### src/rtl/vseq_pkg.sv
package vseq_pkg;

  typedef enum logic {
    ST_BOUND = 1'b0,
    ST_WAIT  = 1'b1
  } seq_state_t;

endpackage

### src/rtl/vseq_chan_pick.sv
module vseq_chan_pick #(
  parameter int NUM_CH = 5,
  parameter int CH_W   = 3
) (
  input  logic            single,
  input  logic [CH_W-1:0] sel_code,
  input  logic [CH_W-1:0] scan_ptr,
  output logic [CH_W-1:0] folded_sel,
  output logic [CH_W-1:0] next_chan
);

  localparam logic [CH_W-1:0] LAST_CH = CH_W'(NUM_CH - 1);

  // Codes beyond the last channel fold onto channel 0
  always_comb begin
    if (sel_code > LAST_CH) folded_sel = '0;
    else                    folded_sel = sel_code;
  end

  always_comb begin
    if (single) next_chan = folded_sel;
    else        next_chan = scan_ptr;
  end

endmodule

### src/rtl/vseq_accum.sv
module vseq_accum #(
  parameter int SAMPLE_W = 10,
  parameter int AVG_LOG2 = 4,
  parameter int ACC_W    = SAMPLE_W + AVG_LOG2
) (
  input  logic                clk,
  input  logic                rst,
  input  logic                clear,
  input  logic                add,
  input  logic [SAMPLE_W-1:0] sample,
  output logic [ACC_W-1:0]    sum_next,
  output logic                last
);

  logic [ACC_W-1:0]    acc_q;
  logic [AVG_LOG2-1:0] cnt_q;

  assign sum_next = acc_q + ACC_W'(sample);
  assign last     = &cnt_q;

  always_ff @(posedge clk) begin
    if (rst || clear) begin
      acc_q <= '0;
      cnt_q <= '0;
    end else if (add) begin
      acc_q <= sum_next;
      cnt_q <= cnt_q + 1'b1;
    end
  end

  // a set never advances past its last sample without a clear
  assert_set_bound_R3: assert property (@(posedge clk) disable iff (rst)
    (last && add) |=> (clear || rst || cnt_q == '0));

endmodule

### src/rtl/vseq_result_bank.sv
module vseq_result_bank #(
  parameter int NUM_CH   = 5,
  parameter int SAMPLE_W = 10,
  parameter int CH_W     = 3
) (
  input  logic                       clk,
  input  logic                       rst,
  input  logic                       wr_en,
  input  logic [CH_W-1:0]            wr_idx,
  input  logic [SAMPLE_W-1:0]        wr_data,
  output logic [NUM_CH*SAMPLE_W-1:0] res_flat,
  output logic [NUM_CH-1:0]          res_valid
);

  logic [NUM_CH-1:0] sel_vec;

  genvar g;
  generate
    for (g = 0; g < NUM_CH; g++) begin : g_ch
      logic [SAMPLE_W-1:0] val_q;
      logic                vld_q;

      assign sel_vec[g] = wr_en && (wr_idx == CH_W'(g));

      always_ff @(posedge clk) begin
        if (rst) begin
          val_q <= '0;
          vld_q <= 1'b0;
        end else if (sel_vec[g]) begin
          val_q <= wr_data;
          vld_q <= 1'b1;
        end
      end

      assign res_flat[g*SAMPLE_W +: SAMPLE_W] = val_q;
      assign res_valid[g] = vld_q;
    end
  endgenerate

  // at most one channel is written per clock
  assert_single_write_R8: assert property (@(posedge clk) disable iff (rst)
    $onehot0(sel_vec));

  // a valid flag is never cleared outside reset
  assert_valid_sticky_R8: assert property (@(posedge clk) disable iff (rst)
    1'b1 |=> ((res_valid & $past(res_valid)) == $past(res_valid)));

endmodule

### src/rtl/vseq_top.sv
module vseq_top #(
  parameter int NUM_CH   = 5,
  parameter int SAMPLE_W = 10,
  parameter int AVG_LOG2 = 4,
  parameter int CH_W     = 3
) (
  input  logic                       clk,
  input  logic                       rst,
  input  logic                       cfg_avg_off,
  input  logic                       cfg_bypass,
  input  logic                       cfg_single,
  input  logic [CH_W-1:0]            sel_code,
  input  logic [SAMPLE_W-1:0]        adc_data,
  input  logic                       adc_done,
  output logic                       adc_start,
  output logic [CH_W-1:0]            adc_chan,
  output logic                       fe_bypass,
  output logic [NUM_CH*SAMPLE_W-1:0] res_flat,
  output logic [NUM_CH-1:0]          res_valid
);
  import vseq_pkg::*;

  localparam int ACC_W = SAMPLE_W + AVG_LOG2;
  localparam logic [CH_W-1:0] LAST_CH = CH_W'(NUM_CH - 1);

  seq_state_t      state_q;
  logic            start_q, fe_q;
  logic [CH_W-1:0] chan_q, scan_ptr_q, lat_sel_q;
  logic            lat_avg_off_q, lat_single_q;

  logic [CH_W-1:0]     folded_sel, next_chan;
  logic [ACC_W-1:0]    sum_next;
  logic                acc_last;
  logic                take, cfg_moved, finish;
  logic [SAMPLE_W-1:0] wr_data;

  vseq_chan_pick #(.NUM_CH(NUM_CH), .CH_W(CH_W)) u_pick (
    .single     (cfg_single),
    .sel_code   (sel_code),
    .scan_ptr   (scan_ptr_q),
    .folded_sel (folded_sel),
    .next_chan  (next_chan)
  );

  assign take      = (state_q == ST_WAIT) && adc_done;
  assign cfg_moved = (cfg_avg_off != lat_avg_off_q) || (cfg_single != lat_single_q) ||
                     (cfg_single && lat_single_q && (folded_sel != lat_sel_q));
  assign finish    = take && !cfg_moved && (lat_avg_off_q || acc_last);
  assign wr_data   = lat_avg_off_q ? adc_data : sum_next[ACC_W-1:AVG_LOG2];

  vseq_accum #(.SAMPLE_W(SAMPLE_W), .AVG_LOG2(AVG_LOG2), .ACC_W(ACC_W)) u_acc (
    .clk      (clk),
    .rst      (rst),
    .clear    (state_q == ST_BOUND),
    .add      (take && !cfg_moved),
    .sample   (adc_data),
    .sum_next (sum_next),
    .last     (acc_last)
  );

  vseq_result_bank #(.NUM_CH(NUM_CH), .SAMPLE_W(SAMPLE_W), .CH_W(CH_W)) u_bank (
    .clk       (clk),
    .rst       (rst),
    .wr_en     (finish),
    .wr_idx    (chan_q),
    .wr_data   (wr_data),
    .res_flat  (res_flat),
    .res_valid (res_valid)
  );

  always_ff @(posedge clk) begin
    if (rst) begin
      state_q       <= ST_BOUND;
      start_q       <= 1'b0;
      chan_q        <= '0;
      scan_ptr_q    <= '0;
      lat_sel_q     <= '0;
      lat_avg_off_q <= 1'b0;
      lat_single_q  <= 1'b0;
      fe_q          <= 1'b0;
    end else begin
      fe_q <= cfg_bypass;
      case (state_q)
        ST_BOUND: begin
          lat_avg_off_q <= cfg_avg_off;
          lat_single_q  <= cfg_single;
          lat_sel_q     <= folded_sel;
          chan_q        <= next_chan;
          start_q       <= 1'b1;
          state_q       <= ST_WAIT;
        end
        default: begin
          start_q <= 1'b0;
          if (take) begin
            if (cfg_moved || finish) begin
              state_q <= ST_BOUND;
              if (finish && !lat_single_q)
                scan_ptr_q <= (scan_ptr_q == LAST_CH) ? '0 : scan_ptr_q + 1'b1;
            end else begin
              start_q <= 1'b1;
            end
          end
        end
      endcase
    end
  end

  assign adc_start = start_q;
  assign adc_chan  = chan_q;
  assign fe_bypass = fe_q;

  // the request strobe lasts one clock
  assert_start_pulse_R9: assert property (@(posedge clk) disable iff (rst)
    adc_start |=> !adc_start);

  // a request is only issued while waiting on the converter
  assert_start_in_wait_R9: assert property (@(posedge clk) disable iff (rst)
    adc_start |-> (state_q == ST_WAIT));

  // channel code stays inside the channel range
  assert_chan_range_R5: assert property (@(posedge clk) disable iff (rst)
    adc_chan <= LAST_CH);

  // in single mode the requested channel is the captured selection
  assert_single_chan_R5: assert property (@(posedge clk) disable iff (rst)
    (state_q == ST_WAIT && lat_single_q) |-> (adc_chan == lat_sel_q));

  // a dropped set leaves every result untouched
  assert_drop_no_write_R6: assert property (@(posedge clk) disable iff (rst)
    (take && cfg_moved) |=> $stable(res_flat));

endmodule

### config.mk
export PLATFORM = sky130hd
export DESIGN_NAME = vseq_top
export DESIGN_NICKNAME = d
export VERILOG_FILES = /design/src/rtl/vseq_pkg.sv /design/src/rtl/vseq_chan_pick.sv /design/src/rtl/vseq_accum.sv /design/src/rtl/vseq_result_bank.sv /design/src/rtl/vseq_top.sv
export SDC_FILE = /design/constraint.sdc
export NUM_CORES = 1
export LEC_CHECK = 0
export BUFFER_PORTS_ARGS = -buffer_cell sky130_fd_sc_hd__buf_2
export CORE_ASPECT_RATIO = 1.5
export CORE_UTILIZATION = 55
export CTS_CLUSTER_SIZE = 16
export DETAILED_ROUTE_END_ITERATION = 10
export HOLD_SLACK_MARGIN = 0.12
export PLACE_DENSITY = 0.77
export SETUP_SLACK_MARGIN = 0.4
export SLEW_MARGIN = 0
export SYNTH_ARGS = -nofsm -noshare
export SYNTH_HDL_FRONTEND = slang
export SYNTH_SLANG_ARGS = --single-unit
### constraint.sdc
create_clock -name clk -period 2.7 [get_ports clk]
set_input_delay 0.135 -clock clk [delete_from_list [all_inputs] [get_ports clk]]
set_output_delay 0.135 -clock clk [all_outputs]
set_load 0.1 [all_outputs]
==> results.py <==
metrics = {
    "global_routing": {
        "grt_pass1_wl_um": 15480,
        "antenna_found_initial": 0,
        "grt_max_degree": 42,
        "gr-total-overflow": 0,
        "grt_use_total": 0.2536,
        "first_global_vias": 3307,
    },
    "power_and_ir_drop": {
        "p_int_mw": 1.818,
        "peakVddDrop_uv": 363.1,
        "p_clk_frac": 0.370,
        "power_density_nw_per_um2": 494.8,
        "swShare": 0.2733,
        "power_mw": 2.501,
        "p_leak_nw": 2.052,
        "seqPwrFrac": 0.522,
        "p_sw_mw": 0.6835,
        "p_comb_frac": 0.108,
    },
    "cells_and_area": {
        "final_layout_size_suffix_gt1_frac": 0.2845,
        "finalNonFillerCells": 666,
        "fin_util": 0.6949,
        "nets": 595,
        "n_antenna_cell": 0,
        "area_growth_pct": 22.28,
    },
    "yosys": {
        "syn_avg_cell_area_um2": 8.721,
        "netlist_instances": 474,
        "synthFlopType": "dfxtp_1",
        "synth_fp_nets": 508,
        "async_flop_share": 0,
        "netlist_area_um2": 4134,
        "yosysMostFrequentCell": "dfxtp_1",
        "synth_edf_count": 0,
        "yosys_warnings": 0,
        "yosys-top-cells-area": "dfxtp_1 42%, nor2_1 6.8%, a211oi_1 6.4%",
        "ys_top_cells_by_count": "87 x dfxtp_1, 75 x nor2_1, 43 x nand2_1",
        "synth-seq-cells": 87,
        "yosys.area.top_type_share": 0.4213,
        "netlist-cell-type-count": 54,
        "synth_top_area_cell": "dfxtp_1",
        "synth-seq-area-share": 0.4213,
    },
    "setup_path": {
        "reg2reg_from": "u_acc.acc_q[0]",
        "crit_fanout": 6,
        "critPathCaptureType": "flop",
        "worst-setup-path-type": "reg -> reg",
        "crit_start": "u_acc.acc_q[0]",
        "crit_arrival_ps": 2620,
        "critPathRequiredTime_ps": 2980,
        "cp-start-kind": "flop",
    },
    "cts": {
        "cts_htree_levels": 3,
        "cts_buffers": 9,
        "cts_tree": "yes",
        "cts.sinks": 87,
        "cts-root-buf": "clkbuf_8",
        "clock_latency_ps": 360,
        "clk_path_buf_depth": 2,
        "path_clk_slew_ps": 90,
    },
    "timing": {
        "min_period_ps": 2339,
        "tightest_slew_ps": 768.8,
        "max_freq_mhz": 427.5,
        "fin_crit_sh": 0.8663,
        "finalSetupViolCount": 0,
        "setup_tns_ps": 0,
        "slew_viol_final": 0,
        "fin_worst_skew_ps": 12.34,
        "max-slew-margin-rel": 0.4875,
        "hold_violations": 0,
        "rsz0062_at_grt": "true",
        "hold_ws_ps": 141.2,
    },
    "hold_path": {
        "hp-start": "cfg_single",
        "hold_path.class": "in -> reg",
    },
    "routing": {
        "drt_wl_total_um": 10060,
        "drtAntennaViolNets": 0,
        "via_per_inst": 5.652,
        "route.detailed.drc": 0,
        "drt_pass1_iterations": 4,
        "drt_iter0_markers": 171,
        "vias": 3764,
        "wl_per_cell_um": 15.11,
    },
    "floorplanning": {
        "initial_core_util": 0.5683,
        "rows": 38,
        "design.die.area_um2": 7874,
        "die_x_um": 72.79,
        "die_h_um": 108.2,
        "core-area_um2": 7274,
        "ios": 79,
    },
    "placed_design": {
        "gp_congestion": 0.8972,
        "numPortBuffers": 78,
        "post-dp-hpwl_um": 6725,
        "dpl.cell_count": 628,
    },
    "outcome": {
        "run_status": "complete, no violations",
    },
    "run": {
        "max_cap_viol_count": 0,
    },
}
==> power groups by stage <==
| stage | registers, mW | clock network [mW] | logic [mW] |
|---|---|---|---|
| floorplan | 1.37 | 0 | 0.146 |
| global placement | 1.33 | 0 | 0.244 |
| detailed placement | 1.34 | 0 | 0.249 |
| CTS | 1.31 | 0.935 | 0.260 |
| global route | 1.31 | 0.983 | 0.293 |
| finish | 1.31 | 0.925 | 0.270 |
==> path summary, 6_finish.rpt <==
| path | to | slack, ps | depth (start not counted) |
|---|---|---|---|
| max | u_bank.g_ch[4].val_q[6] | 360 | 10 |
| min | lat_single_q | 140 | 3 |
| max reg2reg | u_bank.g_ch[4].val_q[6] | 360 | 10 |
| min reg2reg | u_bank.g_ch[0].val_q[5] | 450 | 2 |
==> worst max-delay path, stage by stage (launching register included) <==
cell       delay [ps]
dfxtp_2           370
ha_4              150
inv_2              40
fa_2              340
nand2b_4          170
a211oi_4          220
buf_6             140
o2111ai_4         200
a21oi_2           250
o21ai_4           100
a311oi_1          270
==> state kept, by name, summed over array words and instances (netlist names), 3 cells and up <==
| register | count |
|---|---|
| adc_chan | 3 |
| lat_sel_q | 3 |
| scan_ptr_q | 3 |
| u_acc.acc_q | 14 |
| u_acc.cnt_q | 4 |
| u_bank.g_ch.val_q | 50 |
| u_bank.g_ch.vld_q | 5 |
==> repair_timing <==
action,in CTS,in global routing
endpoints found under the setup margin,41,49
resized for setup,14,18
setup buffers,3,14
hold buffers,3,0
hold endpoints to repair,3,0
pin swaps,7,14
cloned,0,2
==> layout make-up <==
cell class                 instances  area, um2
clock buffer                       9      123.9
clock inverter                     7      77.57
fill                             601       2220
inverter                           9      33.78
multi-input combinational        346       2302
sequential                        87       1745
tap                              100      125.1
timing repair buffer             108      646.9
==> kinds of logic after synthesis <==
group           share of synthesized area
simple gates                       0.2043
compound gates                     0.1976
flops                              0.4213
buf+inv                           0.05418
xor+xnor                          0.03602
mux                               0.03934
fa+ha+maj                         0.04722
==> cell usage in the layout (no fill, tap or decap), types with 3 or more instances in the layout <==
master / instances
dfxtp_2: 3
nand4_1: 3
a31oi_1: 4
a21o_1: 4
a211oi_2: 5
inv_6: 3
buf_4: 23
dlygate4sd3_1: 3
nand2_1: 42
nand3_1: 6
mux2i_1: 11
nand2b_1: 6
nand3b_1: 13
buf_6: 3
a311oi_1: 3
ha_1: 13
xor2_1: 9
and3_4: 3
a41oi_1: 3
inv_1: 7
nor2_1: 75
xnor2_1: 8
dfxtp_1: 84
nor3_1: 4
mux2i_2: 3
o21ai_0: 16
a21oi_1: 38
a211oi_1: 31
clkbuf_8: 9
buf_2: 78
==> through the flow <==
| stage | area [um2] | worst slack [ps] |
|---|---|---|
| 2_1_floorplan | 4146 | 458.1 |
| 4_1_cts | 4878 | 367.8 |
| 3_5_place_dp | 4544 | 162.7 |
| 6_report | 5055 | 361.0 |
| 5_1_grt | 5055 | 297.8 |
| 3_3_place_gp | 4544 | 226.5 |
==> routing by layer <==
metal	part of all wire	GRT usage	wire length, um	up-vias
met5	0	0	0	-
met4	0.014	0.1176	136	0
met3	0.036	0.03262	367	14
met2	0.53	0.4306	5291	89
met1	0.42	0.3159	4265	1807
li1	-	-	-	1854
Note: power is estimated with default switching activity, not from simulation.
